==> config.mk <==
export PLATFORM = sky130hd
export DESIGN_NAME = can_txq_ctrl
export DESIGN_NICKNAME = d
export VERILOG_FILES = /design/src/rtl/can_txq_pkg.sv /design/src/rtl/txq_slot.sv /design/src/rtl/txq_pick.sv /design/src/rtl/txq_rdmux.sv /design/src/rtl/can_txq_ctrl.sv
export SDC_FILE = /design/constraint.sdc
export NUM_CORES = 1
export LEC_CHECK = 0
export ABC_AREA = 1
export BUFFER_PORTS_ARGS = -buffer_cell sky130_fd_sc_hd__buf_2
export CAP_MARGIN = 10
export CORE_ASPECT_RATIO = 2
export CORE_MARGIN = 2
export CORE_UTILIZATION = 45
export DETAILED_ROUTE_END_ITERATION = 12
export PLACE_DENSITY = 0.67
export SLEW_MARGIN = 20
export SYNTH_ARGS = -nofsm -noshare
export SYNTH_HDL_FRONTEND = slang
export SYNTH_SLANG_ARGS = --single-unit
==> constraint.sdc <==
create_clock -name clk -period 7.6 [get_ports clk]
set_input_delay 0.38 -clock clk [delete_from_list [all_inputs] [get_ports clk]]
set_output_delay 0.38 -clock clk [all_outputs]
set_load 0.1 [all_outputs]
==> src/rtl/can_txq_pkg.sv <==
package can_txq_pkg;

    localparam int PRIO_W = 2;
    localparam int WORD_W = 16;
    localparam int SLOT_W = 8;

    typedef struct packed {
        logic              tx_en;
        logic              aborted;
        logic              lost_arb;
        logic              bus_err;
        logic              send_req;
        logic              auto_rtr;
        logic [PRIO_W-1:0] prio;
    } slot_ctl_t;

    typedef enum logic [1:0] {
        EV_SENT    = 2'd0,
        EV_LOST    = 2'd1,
        EV_BUSERR  = 2'd2,
        EV_ABORTED = 2'd3
    } txev_e;

    function automatic slot_ctl_t clear_flags(input slot_ctl_t s);
        slot_ctl_t r;
        r          = s;
        r.aborted  = 1'b0;
        r.lost_arb = 1'b0;
        r.bus_err  = 1'b0;
        return r;
    endfunction

endpackage

==> src/rtl/txq_slot.sv <==
module txq_slot
    import can_txq_pkg::*;
(
    input  logic      clk,
    input  logic      rst,
    input  logic      wr_en,
    input  slot_ctl_t wr_val,
    input  logic      rtr_hit,
    input  logic      ev_hit,
    input  txev_e     ev_kind,
    output slot_ctl_t ctl_q,
    output logic      abort_pend_q
);

    slot_ctl_t ctl_d;
    logic      pend_d;

    always_comb begin
        ctl_d  = ctl_q;
        pend_d = abort_pend_q;

        // software write: configuration fields, request set / abort request
        if (wr_en) begin
            ctl_d.tx_en    = wr_val.tx_en;
            ctl_d.auto_rtr = wr_val.auto_rtr;
            ctl_d.prio     = wr_val.prio;
            if (wr_val.send_req && !ctl_q.send_req) begin
                ctl_d          = clear_flags(ctl_d);
                ctl_d.send_req = 1'b1;
                pend_d         = 1'b0;
            end else if (!wr_val.send_req && ctl_q.send_req) begin
                pend_d = 1'b1;
            end
        end

        // remote frame re-arms an idle buffer
        if (rtr_hit && ctl_q.auto_rtr && !ctl_q.send_req) begin
            ctl_d          = clear_flags(ctl_d);
            ctl_d.send_req = 1'b1;
        end

        // engine outcome, only for a buffer that was requested
        if (ev_hit && ctl_q.send_req) begin
            unique case (ev_kind)
                EV_SENT: begin
                    ctl_d.send_req = 1'b0;
                    pend_d         = 1'b0;
                end
                EV_LOST:   ctl_d.lost_arb = 1'b1;
                EV_BUSERR: ctl_d.bus_err  = 1'b1;
                EV_ABORTED: begin
                    ctl_d.aborted  = 1'b1;
                    ctl_d.send_req = 1'b0;
                    pend_d         = 1'b0;
                end
                default: ;
            endcase
        end
    end

    always_ff @(posedge clk) begin
        if (rst) begin
            ctl_q        <= '0;
            abort_pend_q <= 1'b0;
        end else begin
            ctl_q        <= ctl_d;
            abort_pend_q <= pend_d;
        end
    end

endmodule

==> src/rtl/txq_pick.sv <==
module txq_pick #(
    parameter int NB = 8,
    parameter int IW = 3,
    parameter int PW = 2
) (
    input  logic [NB-1:0]         elig,
    input  logic [NB-1:0][PW-1:0] prio,
    output logic                  any,
    output logic [IW-1:0]         idx
);

    logic [PW-1:0] best_p;

    always_comb begin
        any    = 1'b0;
        idx    = '0;
        best_p = '0;
        // strict compare keeps the lowest index on equal priority
        for (int i = 0; i < NB; i++) begin
            if (elig[i] && (!any || prio[i] > best_p)) begin
                any    = 1'b1;
                best_p = prio[i];
                idx    = IW'(i);
            end
        end
    end

endmodule

==> src/rtl/txq_rdmux.sv <==
module txq_rdmux
    import can_txq_pkg::*;
#(
    parameter int NB = 8,
    parameter int AW = 2
) (
    input  slot_ctl_t [NB-1:0] slots,
    input  logic [AW-1:0]      addr,
    output logic [WORD_W-1:0]  rdata
);

    localparam int NW = NB / 2;

    logic [NW-1:0][WORD_W-1:0] words;

    for (genvar w = 0; w < NW; w++) begin : g_word
        assign words[w] = {slots[2*w+1], slots[2*w]};
    end

    assign rdata = words[addr];

endmodule

==> src/rtl/can_txq_ctrl.sv <==
module can_txq_ctrl
    import can_txq_pkg::*;
#(
    parameter  int NUM_BUF = 8,
    localparam int IDX_W   = $clog2(NUM_BUF),
    localparam int NUM_WRD = NUM_BUF / 2,
    localparam int ADDR_W  = (NUM_WRD > 1) ? $clog2(NUM_WRD) : 1
) (
    input  logic               clk,
    input  logic               rst,
    input  logic               reg_wr_en,
    input  logic [1:0]         reg_wr_be,
    input  logic [ADDR_W-1:0]  reg_addr,
    input  logic [WORD_W-1:0]  reg_wdata,
    output logic [WORD_W-1:0]  reg_rdata,
    input  logic               eng_busy,
    output logic               offer_valid,
    output logic [IDX_W-1:0]   offer_idx,
    output logic [NUM_BUF-1:0] abort_req,
    input  logic               evt_valid,
    input  logic [IDX_W-1:0]   evt_idx,
    input  logic [1:0]         evt_kind,
    input  logic               rtr_valid,
    input  logic [IDX_W-1:0]   rtr_idx
);

    slot_ctl_t [NUM_BUF-1:0]             slots_q;
    logic [NUM_BUF-1:0]                  pend_v;
    logic [NUM_BUF-1:0]                  ten_v, req_v, abt_v, larb_v, berr_v, elig_v;
    logic [NUM_BUF-1:0][PRIO_W-1:0]      prio_v;
    txev_e                               ev_kind_e;
    logic                                pick_any;

    assign ev_kind_e = txev_e'(evt_kind);

    for (genvar g = 0; g < NUM_BUF; g++) begin : g_slot
        logic      wr_hit;
        slot_ctl_t wr_byte;

        assign wr_hit  = reg_wr_en && (reg_addr == ADDR_W'(g / 2)) && reg_wr_be[g % 2];
        assign wr_byte = slot_ctl_t'(reg_wdata[(g % 2)*SLOT_W +: SLOT_W]);

        txq_slot u_slot (
            .clk          (clk),
            .rst          (rst),
            .wr_en        (wr_hit),
            .wr_val       (wr_byte),
            .rtr_hit      (rtr_valid && (rtr_idx == IDX_W'(g))),
            .ev_hit       (evt_valid && (evt_idx == IDX_W'(g))),
            .ev_kind      (ev_kind_e),
            .ctl_q        (slots_q[g]),
            .abort_pend_q (pend_v[g])
        );

        assign ten_v[g]  = slots_q[g].tx_en;
        assign req_v[g]  = slots_q[g].send_req;
        assign abt_v[g]  = slots_q[g].aborted;
        assign larb_v[g] = slots_q[g].lost_arb;
        assign berr_v[g] = slots_q[g].bus_err;
        assign prio_v[g] = slots_q[g].prio;
        assign elig_v[g] = slots_q[g].tx_en && slots_q[g].send_req && !pend_v[g];
    end

    txq_pick #(.NB(NUM_BUF), .IW(IDX_W), .PW(PRIO_W)) u_pick (
        .elig (elig_v),
        .prio (prio_v),
        .any  (pick_any),
        .idx  (offer_idx)
    );

    assign offer_valid = pick_any && !eng_busy;
    assign abort_req   = pend_v;

    txq_rdmux #(.NB(NUM_BUF), .AW(ADDR_W)) u_rdmux (
        .slots (slots_q),
        .addr  (reg_addr),
        .rdata (reg_rdata)
    );

endmodule

### Word-level counts from Yosys, hierarchy flattened

Cells that the tools add are included.

* magnitude comparators: 8
* equal/unequal tests: 20
* multiplexer cells: 128
* reduce and logical (&&, ||, !) cells: 130

Operator list (number)
* $mux W7: 16
* $logic_and A1 B1 Y1: 92
* $mux W1: 81
* $mux W8: 8
* $bmux W16 S2: 1
* $mux W4: 8
* $logic_not A1 Y1: 26
* $eq A3 B3 Y1 const B: 8
* $mux W2: 9
* $mux W16: 1
* $gt A2 B2 Y1: 7
* $eq A3 B2 Y1 const B: 4
* $mux W3: 4
* $eq A2 B2 Y1 const B: 4
* $logic_or A1 B1 Y1: 7
* $eq A3 B1 Y1 const B: 2
* $logic_not A3 Y1: 2
* $eq A2 B1 Y1 const B: 2
* $logic_not A2 Y1: 2
* $lt A2 B3 Y1 const B: 1
* $reduce_or A2 Y1: 1

* register bits after elaboration: 72
* input bits: 34
* output and inout bits: 28
* logic and storage cells: 350

### Logic depth before layout (Yosys ltp)

* depth in word-level cells: 32
* depth in mapped cells: 62
* depth with buffers taken out: 62

### By module

From an unflattened synthesis, not the netlist that was laid out.

* cell total of the unflattened synthesis: 807
* area total of the unflattened synthesis: 4961.0 µm²

Modules (own cells, without submodules)
* txq_slot: instances 8, cells each 53, area each 397.9 µm², seq. area each 180.2 µm²
* txq_rdmux: instances 1, cells each 188, area each 805.8 µm², seq. area each 0.0 µm²
* txq_pick: instances 1, cells each 126, area each 709.4 µm², seq. area each 0.0 µm²
* can_txq_ctrl: instances 1, cells each 69, area each 262.8 µm², seq. area each 0.0 µm²

### Worst setup path before layout

No wires, ideal clock.

* path type: register to output
* from: reg g_slot[0].u_slot.ctl_q[3] in the netlist's numbering
* to: out offer_idx[2]
* arrival time: 7449 ps
* required time: 7220 ps
* path slack: -229 ps
* stages on the path, launching flop included: 60
* path buffers: 0
* cell sequence: dfxtp_1 > nand3_2 > clkinv_1 > nand2_1 > ha_1 > nand2_1 > nand2_1 > nand2_1 > nand2_1 > nand2_2 > nand2_1 > nand2_1 > ha_1 > inv_1 > nor2_1 > o21ai_0 > nand2_1 > nand2_2 > [... 24 more ...] > nand3_1 > and2_1 > ha_1 > inv_1 > nor2_1 > o21ai_0 > nand2_1 > nand2_1 > inv_1 > nand2_1 > nand2_1 > ha_1 > inv_1 > nor2_1 > o21ai_0 > nand2_1 > nand2_2 > nand4_1

* word-level cells in the longest chain between the ends: 31
* elaborated cells on any way between the ends: 48
* those cells by class: order compare: 7; mux: 18; reduce/logical: 23

Ends and longest elaborated chain
* start, declared: line txq_slot.sv:11 `output slot_ctl_t ctl_q,`
* start signal, assigned: line txq_slot.sv:66 `ctl_q <= ctl_d;`
* $logic_and A1 B1 Y1 (*) (2 in series): line can_txq_ctrl.sv:61 `assign elig_v[g] = slots_q[g].tx_en && slots_q[g].send_req && !pend_v[g];`
* $mux W2 or $mux W1 (tied branches): line txq_pick.sv:20 `if (elig[i] && (!any || prio[i] > best_p)) begin`
* $gt A2 B2 Y1 or $logic_not A1 Y1 (tied branches): line txq_pick.sv:20
* $logic_or A1 B1 Y1: line txq_pick.sv:20
* $logic_and A1 B1 Y1: line txq_pick.sv:20
* $mux W2 or $mux W1 (tied branches): line txq_pick.sv:20
* $gt A2 B2 Y1 or $logic_not A1 Y1 (tied branches): line txq_pick.sv:20
* $logic_or A1 B1 Y1: line txq_pick.sv:20
* [... 14 more ...]
* $gt A2 B2 Y1 or $logic_not A1 Y1 (tied branches): line txq_pick.sv:20
* $logic_or A1 B1 Y1: line txq_pick.sv:20
* $logic_and A1 B1 Y1: line txq_pick.sv:20
* $mux W2 or $mux W1 (tied branches): line txq_pick.sv:20
* $gt A2 B2 Y1 or $logic_not A1 Y1 (tied branches): line txq_pick.sv:20
* $logic_or A1 B1 Y1: line txq_pick.sv:20
* $logic_and A1 B1 Y1: line txq_pick.sv:20
* $mux W3 (*): line txq_pick.sv:20
* end, declared: line can_txq_ctrl.sv:18 `output logic [IDX_W-1:0] offer_idx,`

Mark *: on every way between the ends. The rest lies on a longest branch, timed or not.

### Worst setup path after layout

* from: reg g_slot[0].u_slot.abort_pend_q
* to: out offer_idx[2]

* word-level cells in the longest chain between the ends: 31
* elaborated cells on any way between the ends: 48
* those cells by class: order compare: 7; mux: 18; reduce/logical: 23

Ends and longest elaborated chain
* start, declared: line txq_slot.sv:12 `output logic abort_pend_q`
* start signal, assigned: line txq_slot.sv:67 `abort_pend_q <= pend_d;`
* $logic_not A1 Y1 (*): line can_txq_ctrl.sv:61
* $logic_and A1 B1 Y1 (*): line can_txq_ctrl.sv:61
* $mux W2 or $mux W1 (tied branches): line txq_pick.sv:20
* $gt A2 B2 Y1 or $logic_not A1 Y1 (tied branches): line txq_pick.sv:20
* $logic_or A1 B1 Y1: line txq_pick.sv:20
* $logic_and A1 B1 Y1: line txq_pick.sv:20
* $mux W2 or $mux W1 (tied branches): line txq_pick.sv:20
* $gt A2 B2 Y1 or $logic_not A1 Y1 (tied branches): line txq_pick.sv:20
* [... 15 more ...]
* $gt A2 B2 Y1 or $logic_not A1 Y1 (tied branches): line txq_pick.sv:20
* $logic_or A1 B1 Y1: line txq_pick.sv:20
* $logic_and A1 B1 Y1: line txq_pick.sv:20
* $mux W2 or $mux W1 (tied branches): line txq_pick.sv:20
* $gt A2 B2 Y1 or $logic_not A1 Y1 (tied branches): line txq_pick.sv:20
* $logic_or A1 B1 Y1: line txq_pick.sv:20
* $logic_and A1 B1 Y1: line txq_pick.sv:20
* $mux W3 (*): line txq_pick.sv:20

Marks and branches as above.

==> results.md <==
- Status: complete, but fails checks
- Violated checks: setup timing
- CP top delay family: simple AND/OR/NAND/NOR gates
- Clock slew at reported path FFs: 50 ps
- Area contributors post-synth: dfxtp_1 35%, nand2_1 9.7%, inv_1 6.9%
- Vias in the first global route: 4,476
- Clk pwr share: 0.439
- Peak VDD IR: 0.1236 mV
- PwrDens: 169.1 mW/mm2
- Vias: 4,411
- Drt pass-1 iters: 7
- Via density per instance: 5.677
- Row count: 49
- Post-synthesis sequential area ratio: 0.3527
- Setup tns final: -369.2 ps
- Largest net degree at the start of global routing: 41
- Fin worst setup slack: -147.7 ps
- CTS Buffer Depth: 2
- Drt total wl: 13,580 um
- Core Area: 0.008890 mm2
- Routability congestion estimate: 0.9373
- HPWL after detailed placement: 10,160 um
- CP bufs+invs: 11
- HP Class: input pin to flip-flop
- Avg WL per Cell: 17.48 um
- CP Data Required Time: 7220 ps
- Synth Warn #: 0
- Most used cell, CP: nand2_2
- Number of H-tree levels: 3
- CTS tree: built
- Sequential share of power: 0.443
- Comb pwr share: 0.118
- Max incr delay on CP: 320 ps
- Area Overhead vs Synth: 27.68%
- Top cell type's share of synthesized area: 0.3527
- Static Leakage: 0.002197 uW
- Final nets: 723
- DRT iter0 DRCs: 269
- Synth Flop Type: dfxtp_1
- Setup crit end kind: output port
- CP max stage cell: dfxtp_2
- EDFF count, synth: 0
- Most frequent cells in the layout: 87 x nand2_1, 69 x dfxtp_1, 68 x inv_1
- Mapped Cells: 594
- Gr ovfl total: 0
- FFs w/ async S/R, synth: 0
- Slew headroom: 0.3023
- Synth area leader: dfxtp_1
- Synth Area per Inst: 6.879 um2
- Syn nets: 644
- Starting Density: 0.4597
- DRC: 0
- I/O pins: 62
- Synthesis-stage register bit count: 72
- Overall global routing resource usage: 0.2738
- Most common cell after layout, fill and taps aside: nand2_1
- Switch share: 0.2703
- CTS sink cnt: 72
- Post-Synthesis Cell Area: 0.004086 mm2
- First-pass GRT wire length: 21,130 um
- Share of cells above drive strength 1: 0.2785
- Final Hold Vio Count: 0
- Final setup vio count: 3
- Internal: 643.9 uW
- Design Power: 882.5 uW
- CP Class: flip-flop to output port
- Initial antenna violation count: 0
- Worst skew pair latency: 340 ps
- Period utilisation layout: 1.019
- Highest clock rate: 129.1 MHz
- Worst EP arrival: 7370 ps
- Root buffer cell: clkbuf_16
- IO Port Bufs: 55
- Max-cap violations: 0
- Die H: 138.8 um
- Critical path launch point type: flip-flop
- RSZ-0062 raised after global routing: true
- Max-slew violations: 0
- Crit path max fanout: 4
- CTS Buf Count: 9
- Worst-margin pin slew: 1040 ps
- Yosys cell types: 33
- Die ar.: 0.009905 mm2
- Min Tclk post-route: 7748 ps
- Switch Pwr: 238.5 uW
- Clock skew: 2.136 ps
- Number of diodes: 0
- Die X: 71.38 um
- Final ANT Viol Nets: 0
synthesized netlist by cell type, types with 7 or more instances:
cell type and number:
a21oi_1 48, a22oi_1 16, buf_4 9, clkbuf_1 10, dfxtp_1 72, ha_1 16, inv_1 75, inv_2 8
nand2_1 106, nand2_2 7, nand3_1 52, nand3_2 7, nor2_1 51, nor3_1 26, nor4_1 8, o21ai_0 43
o221ai_1 9
flip-flops by register name, summed over array words and instances (netlist names):
| register | count |
|---|---|
| g_slot.u_slot.ctl_q | 64 |
| g_slot.u_slot.abort_pend_q | 8 |
worst register-to-register path, stage by stage, from the launching register on:
cell,delay [ps]
dfxtp_2,350
buf_4,140
inv_1,70
nor3_1,400
nand2_1,110
nand2_1,100
a221oi_1,80
final cells by class:
| class | count | area, um2 |
|---|---|---|
| Inverter | 84 | 317.8 |
| Clock inverter | 1 | 5.005 |
| Sequential cell | 72 | 1445 |
| Tap cell | 102 | 127.6 |
| Multi-Input combinational cell | 414 | 2464 |
| Clock buffer | 12 | 256.5 |
| Fill cell | 806 | 3672 |
| Timing Repair Buffer | 92 | 601.8 |
through the flow:
step | hold slack (ps) | area (um2) | setup WS, ps | utilization | cells
6_report | 318.6 | 5218 | -147.7 | 0.5869 | 777
5_1_grt | 357.3 | 5218 | -607.7 | 0.5869 | 777
4_1_cts | 323.4 | 5035 | 9.991 | 0.5664 | 772
3_5_place_dp | 474.8 | 4613 | -158.5 | 0.5189 | 752
3_3_place_gp | 464.6 | 4613 | 34.68 | 0.5189 | 752
2_1_floorplan | 444.7 | 4103 | 7.998 | - | 594
path summary, 6_finish.rpt:
check | start | to | slack (ps) | cells after the start
max | g_slot[0].u_slot.abort_pend_q | offer_idx[2] | -150 | 62
min | reg_wdata[7] | g_slot[0].u_slot.ctl_q[7] | 320 | 3
max reg2reg | g_slot[0].u_slot.ctl_q[3] | g_slot[0].u_slot.abort_pend_q | 6240 | 6
min reg2reg | g_slot[5].u_slot.ctl_q[6] | g_slot[5].u_slot.ctl_q[6] | 480 | 2
cells by family after synthesis:
kind of cell,share of synthesized area
compound gates,0.1758
fa+ha+maj,0.04899
simple gates,0.3148
buf+inv,0.1078
flops,0.3527
power by group through the flow:
stage / combinational, uW / sequential, uW / clock (uW)
floorplan: 65.3 / 397 / 0
global placement: 95.9 / 398 / 0
detailed placement: 97.8 / 398 / 0
CTS: 99.5 / 391 / 385
global route: 113 / 392 / 403
finish: 104 / 391 / 388
routing by layer:
metal	part of all wire	up-vias	GRT usage
met1	0.34	2063	0.2647
li1	-	2140	-
met5	0	-	0
met2	0.56	158	0.5058
met3	0.040	50	0.04869
met4	0.056	0	0.1797
repair_timing:
item                                    CTS  global route
endpoints found under the setup margin    3             3
gates resized for setup                  28            35
hold buffers                              0             0
setup buffers                             7             5
pin swaps                                21            38
No activity file was read; power rests on OpenSTA's default activity.
